==> src/rtl/blink_pkg.sv <==
// Package: shared types for the blink timer.
// Assumes: ratio select is a 2-bit field whose encoding is defined here.
package blink_pkg;

    typedef enum logic [1:0] {
        RATIO_EVEN  = 2'b00,   // 1:1
        RATIO_SHORT = 2'b01,   // 1:3 (short on time)
        RATIO_LONG  = 2'b10,   // 3:1 (long on time)
        RATIO_ALT   = 2'b11    // alias of 1:1
    } ratio_t;

endpackage

==> src/rtl/vsync_edge.sv <==
// Module: vsync_edge
// Brings the asynchronous active-low vertical sync into the clk domain
// through STAGES flops and flags one cycle per high-to-low transition.
// Assumes: STAGES >= 2; the sync low time covers at least one clk period.
module vsync_edge #(
    parameter int STAGES = 2
) (
    input  logic clk,
    input  logic rst_n,
    input  logic vsync_n,
    output logic fall_o
);

    logic [STAGES-1:0] sync_q;
    logic              last_q;

    // Stage 0 captures the raw input; idle level after reset is high.
    always_ff @(posedge clk) begin
        if (!rst_n) sync_q[0] <= 1'b1;
        else        sync_q[0] <= vsync_n;
    end

    // Remaining stages shift the captured level toward the edge detector.
    for (genvar g = 1; g < STAGES; g++) begin : g_stage
        always_ff @(posedge clk) begin
            if (!rst_n) sync_q[g] <= 1'b1;
            else        sync_q[g] <= sync_q[g-1];
        end
    end

    // Holds the previous synchronized level for edge detection.
    always_ff @(posedge clk) begin
        if (!rst_n) last_q <= 1'b1;
        else        last_q <= sync_q[STAGES-1];
    end

    assign fall_o = last_q & ~sync_q[STAGES-1];

    // A falling edge is flagged for a single cycle only.
    assert_one_flag_R2: assert property (@(posedge clk) disable iff (!rst_n)
        fall_o |=> !fall_o);

endmodule

==> src/rtl/phase_counter.sv <==
// Module: phase_counter
// Free-running field counter advanced only by step_i; wraps at 2**CNT_W.
// Exposes only its top two bits, which are all the decoder needs.
// Assumes: CNT_W >= 2.
module phase_counter #(
    parameter int CNT_W = 6
) (
    input  logic       clk,
    input  logic       rst_n,
    input  logic       step_i,
    output logic [1:0] phase_o
);

    localparam logic [CNT_W-1:0] TOP = {CNT_W{1'b1}};

    logic [CNT_W-1:0] count_q;

    // Advances the phase once per detected field start.
    always_ff @(posedge clk) begin
        if (!rst_n)      count_q <= '0;
        else if (step_i) count_q <= count_q + 1'b1;
    end

    assign phase_o = count_q[CNT_W-1 -: 2];

    // Reset always leaves the counter at zero.
    assert_reset_zero_R1: assert property (@(posedge clk)
        !rst_n |=> count_q == '0);

    // One step per flagged edge.
    assert_step_one_R2: assert property (@(posedge clk) disable iff (!rst_n)
        step_i |=> count_q == $past(count_q) + 1'b1);

    // No movement without a flagged edge.
    assert_hold_R3: assert property (@(posedge clk) disable iff (!rst_n)
        !step_i |=> $stable(count_q));

    // The last value rolls over to zero.
    assert_wrap_R4: assert property (@(posedge clk) disable iff (!rst_n)
        (step_i && count_q == TOP) |=> count_q == '0);

endmodule

==> src/rtl/ratio_decode.sv <==
// Module: ratio_decode
// Turns the top two phase bits into the visible gate for the chosen ratio.
// Purely combinational; the clock and reset serve only the checks.
// Assumes: phase_i is the two most significant counter bits.
module ratio_decode
    import blink_pkg::*;
(
    input  logic       clk,
    input  logic       rst_n,
    input  logic [1:0] phase_i,
    input  ratio_t     sel_i,
    output logic       vis_o
);

    logic vis_half, vis_short, vis_long;

    // Candidate gates for each ratio, derived from the quadrant of the period.
    always_comb begin
        vis_half  = ~phase_i[1];
        vis_short = (phase_i == 2'b00);
        vis_long  = (phase_i != 2'b11);
    end

    // Picks the gate named by the ratio select.
    always_comb begin
        unique case (sel_i)
            RATIO_SHORT: vis_o = vis_short;
            RATIO_LONG:  vis_o = vis_long;
            default:     vis_o = vis_half;
        endcase
    end

    // The 1:3 window lies inside the 1:1 window.
    assert_short_in_half_R6: assert property (@(posedge clk) disable iff (!rst_n)
        vis_short |-> vis_half);

    // The 1:1 window lies inside the 3:1 window.
    assert_half_in_long_R7: assert property (@(posedge clk) disable iff (!rst_n)
        vis_half |-> vis_long);

    // The alias code shows the same gate as the 1:1 code.
    assert_alias_even_R8: assert property (@(posedge clk) disable iff (!rst_n)
        (sel_i == RATIO_ALT) |-> (vis_o == ~phase_i[1]));

endmodule

==> src/rtl/blink_timer.sv <==
// Module: blink_timer (top)
// Field-counted blink gate: synchronizer and edge detector, 6-bit phase
// counter, and ratio decoder.
// Assumes: vsync_n is asynchronous to clk and is low for at least one clk
// period per field.
module blink_timer
    import blink_pkg::*;
#(
    parameter int CNT_W       = 6,
    parameter int SYNC_STAGES = 2
) (
    input  logic       clk,
    input  logic       rst_n,
    input  logic       vsync_n,
    input  logic [1:0] ratio_sel,
    output logic       blink_on
);

    logic       field_start;
    logic [1:0] phase;
    ratio_t     sel;

    assign sel = ratio_t'(ratio_sel);

    vsync_edge #(.STAGES(SYNC_STAGES)) u_edge (
        .clk     (clk),
        .rst_n   (rst_n),
        .vsync_n (vsync_n),
        .fall_o  (field_start)
    );

    phase_counter #(.CNT_W(CNT_W)) u_cnt (
        .clk     (clk),
        .rst_n   (rst_n),
        .step_i  (field_start),
        .phase_o (phase)
    );

    ratio_decode u_dec (
        .clk     (clk),
        .rst_n   (rst_n),
        .phase_i (phase),
        .sel_i   (sel),
        .vis_o   (blink_on)
    );

endmodule

==> config.mk <==
export PLATFORM = sky130hd
export DESIGN_NAME = blink_timer
export DESIGN_NICKNAME = d
export VERILOG_FILES = /design/src/rtl/blink_pkg.sv /design/src/rtl/vsync_edge.sv /design/src/rtl/phase_counter.sv /design/src/rtl/ratio_decode.sv /design/src/rtl/blink_timer.sv
export SDC_FILE = /design/constraint.sdc
export NUM_CORES = 1
export LEC_CHECK = 0
export ABC_AREA = 1
export BUFFER_PORTS_ARGS = -buffer_cell sky130_fd_sc_hd__buf_2
export CELL_PAD_IN_SITES_DETAIL_PLACEMENT = 2
export CELL_PAD_IN_SITES_GLOBAL_PLACEMENT = 2
export CORE_MARGIN = 2
export CORE_UTILIZATION = 28
export CTS_CLUSTER_SIZE = 24
export DETAILED_ROUTE_END_ITERATION = 7
export GPL_TIMING_DRIVEN = 0
export MAX_ROUTING_LAYER = met4
export PLACE_DENSITY_LB_ADDON = 0.1
export SYNTH_ARGS = -nofsm -noshare
export SYNTH_HDL_FRONTEND = slang
export SYNTH_HIERARCHICAL = 1
export SYNTH_SLANG_ARGS = --single-unit
==> constraint.sdc <==
create_clock -name clk -period 1.22 [get_ports clk]
set_input_delay 0.061 -clock clk [delete_from_list [all_inputs] [get_ports clk]]
set_output_delay 0.061 -clock clk [all_outputs]
set_load 0.01 [all_outputs]
==> PnR_summary.wiki <==
{| class="wikitable"
! Metric !! Value
|-
| Final setup viols || 0
|-
| Residual DRC || 0
|-
| Avg WL per Cell || 9.126 µm
|-
| Layout Utilization || 0.3580
|-
| Worst path most repeated cell || sky130_fd_sc_hd__nand2_1
|-
| Avg Vias per Cell || 4.310
|-
| Area of the core || 0.001471 mm²
|-
| Router iterations before antenna repair || 1
|-
| Global placement routability congestion || 0.5998
|-
| Synth warnings || 6
|-
| Number of sinks driven by the clock tree || 9
|-
| Worst-case clock skew || 0.01001 ns
|-
| Grt ovf || 0
|-
| P per Cell Area || 1109 mW/mm²
|-
| Post-synthesis instance area || 432.9 µm²
|-
| Syn Area/Cell || 7.097 µm²
|-
| Starting density of the core || 0.2942
|-
| Slowest-stage cell, CP || sky130_fd_sc_hd__dfxtp_2
|-
| Number of fillers in the final layout || just over 200
|-
| EDFF count, synth || 0
|-
| Dominant cell by count in the synthesized netlist || sky130_fd_sc_hd__nand2_1
|-
| Type of the setup path with the least slack || flip-flop to primary output
|-
| Area share of the largest cell type after synthesis || 0.4162
|-
| Total nets after synthesis || about 70
|-
| Area of the die || 0.001877 mm²
|-
| Aggregate global-route resource usage || 0.1105
|-
| # IOs || 6
|-
| H-Tree Level Count || 1
|-
| Largest net degree at the start of global routing || 10
|-
| Share of synthesized flip-flops with an asynchronous set or reset || 0
|-
| Hold slack || 0.05226 ns
|-
| Top fanout value on the critical path || 3
|-
| FMAX || 894.5 MHz
|-
| Leading register cell type out of synthesis || sky130_fd_sc_hd__dfxtp_1
|-
| Post-synthesis sequential area ratio || 0.4162
|-
| Critical Path End Type || primary output
|-
| Number of antenna cells inserted || 0
|-
| Slew of the pin with the lowest slew margin || 0.1858 ns
|-
| Number of global-route vias before repair || 366
|-
| Cells after synthesis || 61
|-
| Initial antenna violation count || 0
|-
| Pre-CTS worst setup slack || -0.05016 ns
|-
| DP HPWL || 666.9 µm
|-
| Non-Filler Instances || 87
|-
| Share of cells above drive strength 1 || 0.2394
|-
| Count of buffers inserted at the top-level ports || 5
|-
| Slew HR || 0.8748
|-
| Hold/Removal Path Class || input port to flip-flop
|-
| Library cell occupying the most area in the post-synthesis netlist || sky130_fd_sc_hd__dfxtp_1
|-
| CTS buffer count || 3
|-
| Highest ir drop seen on vdd || ~0.00087 V
|-
| Count of maximum capacitance violations || 0
|-
| Drt total wl || 794 µm
|-
| Row count || 14
|-
| Worst-path cell chain || buf_4 > inv_4 > nand2_2 > nand2_1 > nand2_1 > nand2_1 > buf_2
|-
| Post-route clock period utilization || 0.9163
|-
| Register bit total from synthesis || 9
|-
| Lkg Pwr || 0.0002686 µW
|-
| Cells after DPL || 82
|-
| Maximum count of clock buffers along a single path || 2
|-
| Crit path required time || roughly 1.2 ns
|-
| Die extent in y || 43.32 µm
|-
| Final max-slew violation count || 0
|-
| Top cells by count, synth || 15 x sky130_fd_sc_hd__nand2_1, 11 x sky130_fd_sc_hd__inv_1, 9 x sky130_fd_sc_hd__dfxtp_1
|-
| Largest cells by area after synthesis || sky130_fd_sc_hd__dfxtp_1 42%, sky130_fd_sc_hd__nand2_1 13%, sky130_fd_sc_hd__inv_1 9.5%, sky130_fd_sc_hd__ha_1 8.7%, sky130_fd_sc_hd__nor2_1 6.9%
|-
| Run status || finished clean
|-
| Root Driver || sky130_fd_sc_hd__clkbuf_4
|-
| Number of nets in the layout || 80
|-
| Critical Path Start Type || flip-flop
|-
| Clock transition time at the flip-flop clock pins of the worst setup and hold paths || 0.07 ns
|-
| Clock tree from TritonCTS || yes
|-
| Overall Power || 584.3 µW
|-
| Data arrival at the endpoint of the critical path || 1.06 ns
|-
| Count of routing violations after the opening detailed-route iteration || 0
|-
| Clk Latency, worst-skew pair || ~0.26 ns
|-
| Total count of hold-check failures in the final report || 0
|-
| Area delta synth->final || 21.68%
|-
| Maximum cell stage delay along the critical path || 0.33 ns
|-
| Horizontal extent of the die || 43.32 µm
|-
| Count of different cell masters after synthesis || 12
|-
| Shortest clock period the worst path allows after layout || 1.118 ns
|-
| Least setup slack across all paths after layout || 0.1021 ns
|-
| Setup repair after global routing missed its margin || false
|-
| Global-route wire length before repair || roughly 1500 µm
|-
| Overall via count from detail_route || 375
|-
| Number of nets with antenna violations after routing || 0
|}
-- cells by family after synthesis --
logic type	synth area share
compound gates	0.08092
fa+ha+maj	0.08671
buf+inv	0.1387
flops	0.4162
simple gates	0.2774
-- flip-flops by register name (all words and copies together), names as in the netlist --
signal	flops
u_edge/sync_q	2
u_edge/last_q	1
u_cnt/count_q	6
-- per-stage QoR --
stage / TNS (ns) / area, µm²
finish: 0 / 526.8
global route: 0 / 526.8
CTS: 0 / 518.0
detailed placement: -0.08097 / 478.0
global placement: -0.03195 / 478.0
floorplan: 0 / 432.9
-- cells in the final DEF (no fill, tap or decap), drive strengths merged --
cell type,Yosys,final
nand2,17,17
inv,12,12
dfxtp,9,9
nor2,9,9
buf,2,7
a21oi,4,4
clkbuf,0,3
o21ai,3,3
ha,3,3
nand3,2,2
clkinv,0,1
dlygate4sd3,0,1
-- per-layer routing --
| layer | routed length, µm | global-route usage | part of all wire |
|---|---|---|---|
| met1 | 424 | 0.1292 | 0.53 |
| met2 | 333 | 0.1582 | 0.42 |
| met3 | 25 | 0.05106 | 0.031 |
| met4 | 10 | 0.05455 | 0.013 |
| met5 | 0 | - | 0 |
-- cell type report --
type                    count  area [µm²]  area share
clock buffers               3       22.52     0.04276
flip-flops and latches      9       181.4      0.3444
inverters                  12       47.55     0.09026
clock inverters             1       5.005    0.009501
well taps                  16       20.02     0.03800
multi-input cells          38       200.2      0.3800
repair buffers              6       35.03     0.06651
plain buffers               2       15.01     0.02850
-- what timing repair did --
item | 4_1_cts | 5_1_grt
endpoints found under the setup margin | 2 | 2
endpoints found under the hold margin | 1 | 0
hold buffers | 1 | 0
pin swaps | 0 | 0
resized for setup | 1 | 3
setup buffers | 0 | 0
-- final timing paths --
path | slack (ns) | startpoint | end | depth (start not counted)
min | 0.05 | rst_n | u_edge/sync_q[1] | 2
max reg2reg | 0.12 | u_cnt/count_q[0] | u_cnt/count_q[4] | 6
max | 0.10 | u_cnt/count_q[5] | blink_on | 7
min reg2reg | 0.41 | u_edge/sync_q[0] | u_edge/sync_q[1] | 2
-- power breakdown --
part	total, µW	internal, µW	switching [µW]
registers	306	301	5.12
clock network	227	121	106
logic	51.5	23.2	28.3
total	584	445	139
-- critical path: cells and delay by family, from the launching register on --
family / cells / cell delay, ns
flip-flops: 1 / 0.33
AND/OR/NAND/NOR: 4 / 0.16
buffers and inverters: 3 / 0.30
Note: power is estimated with default switching activity, not from simulation.
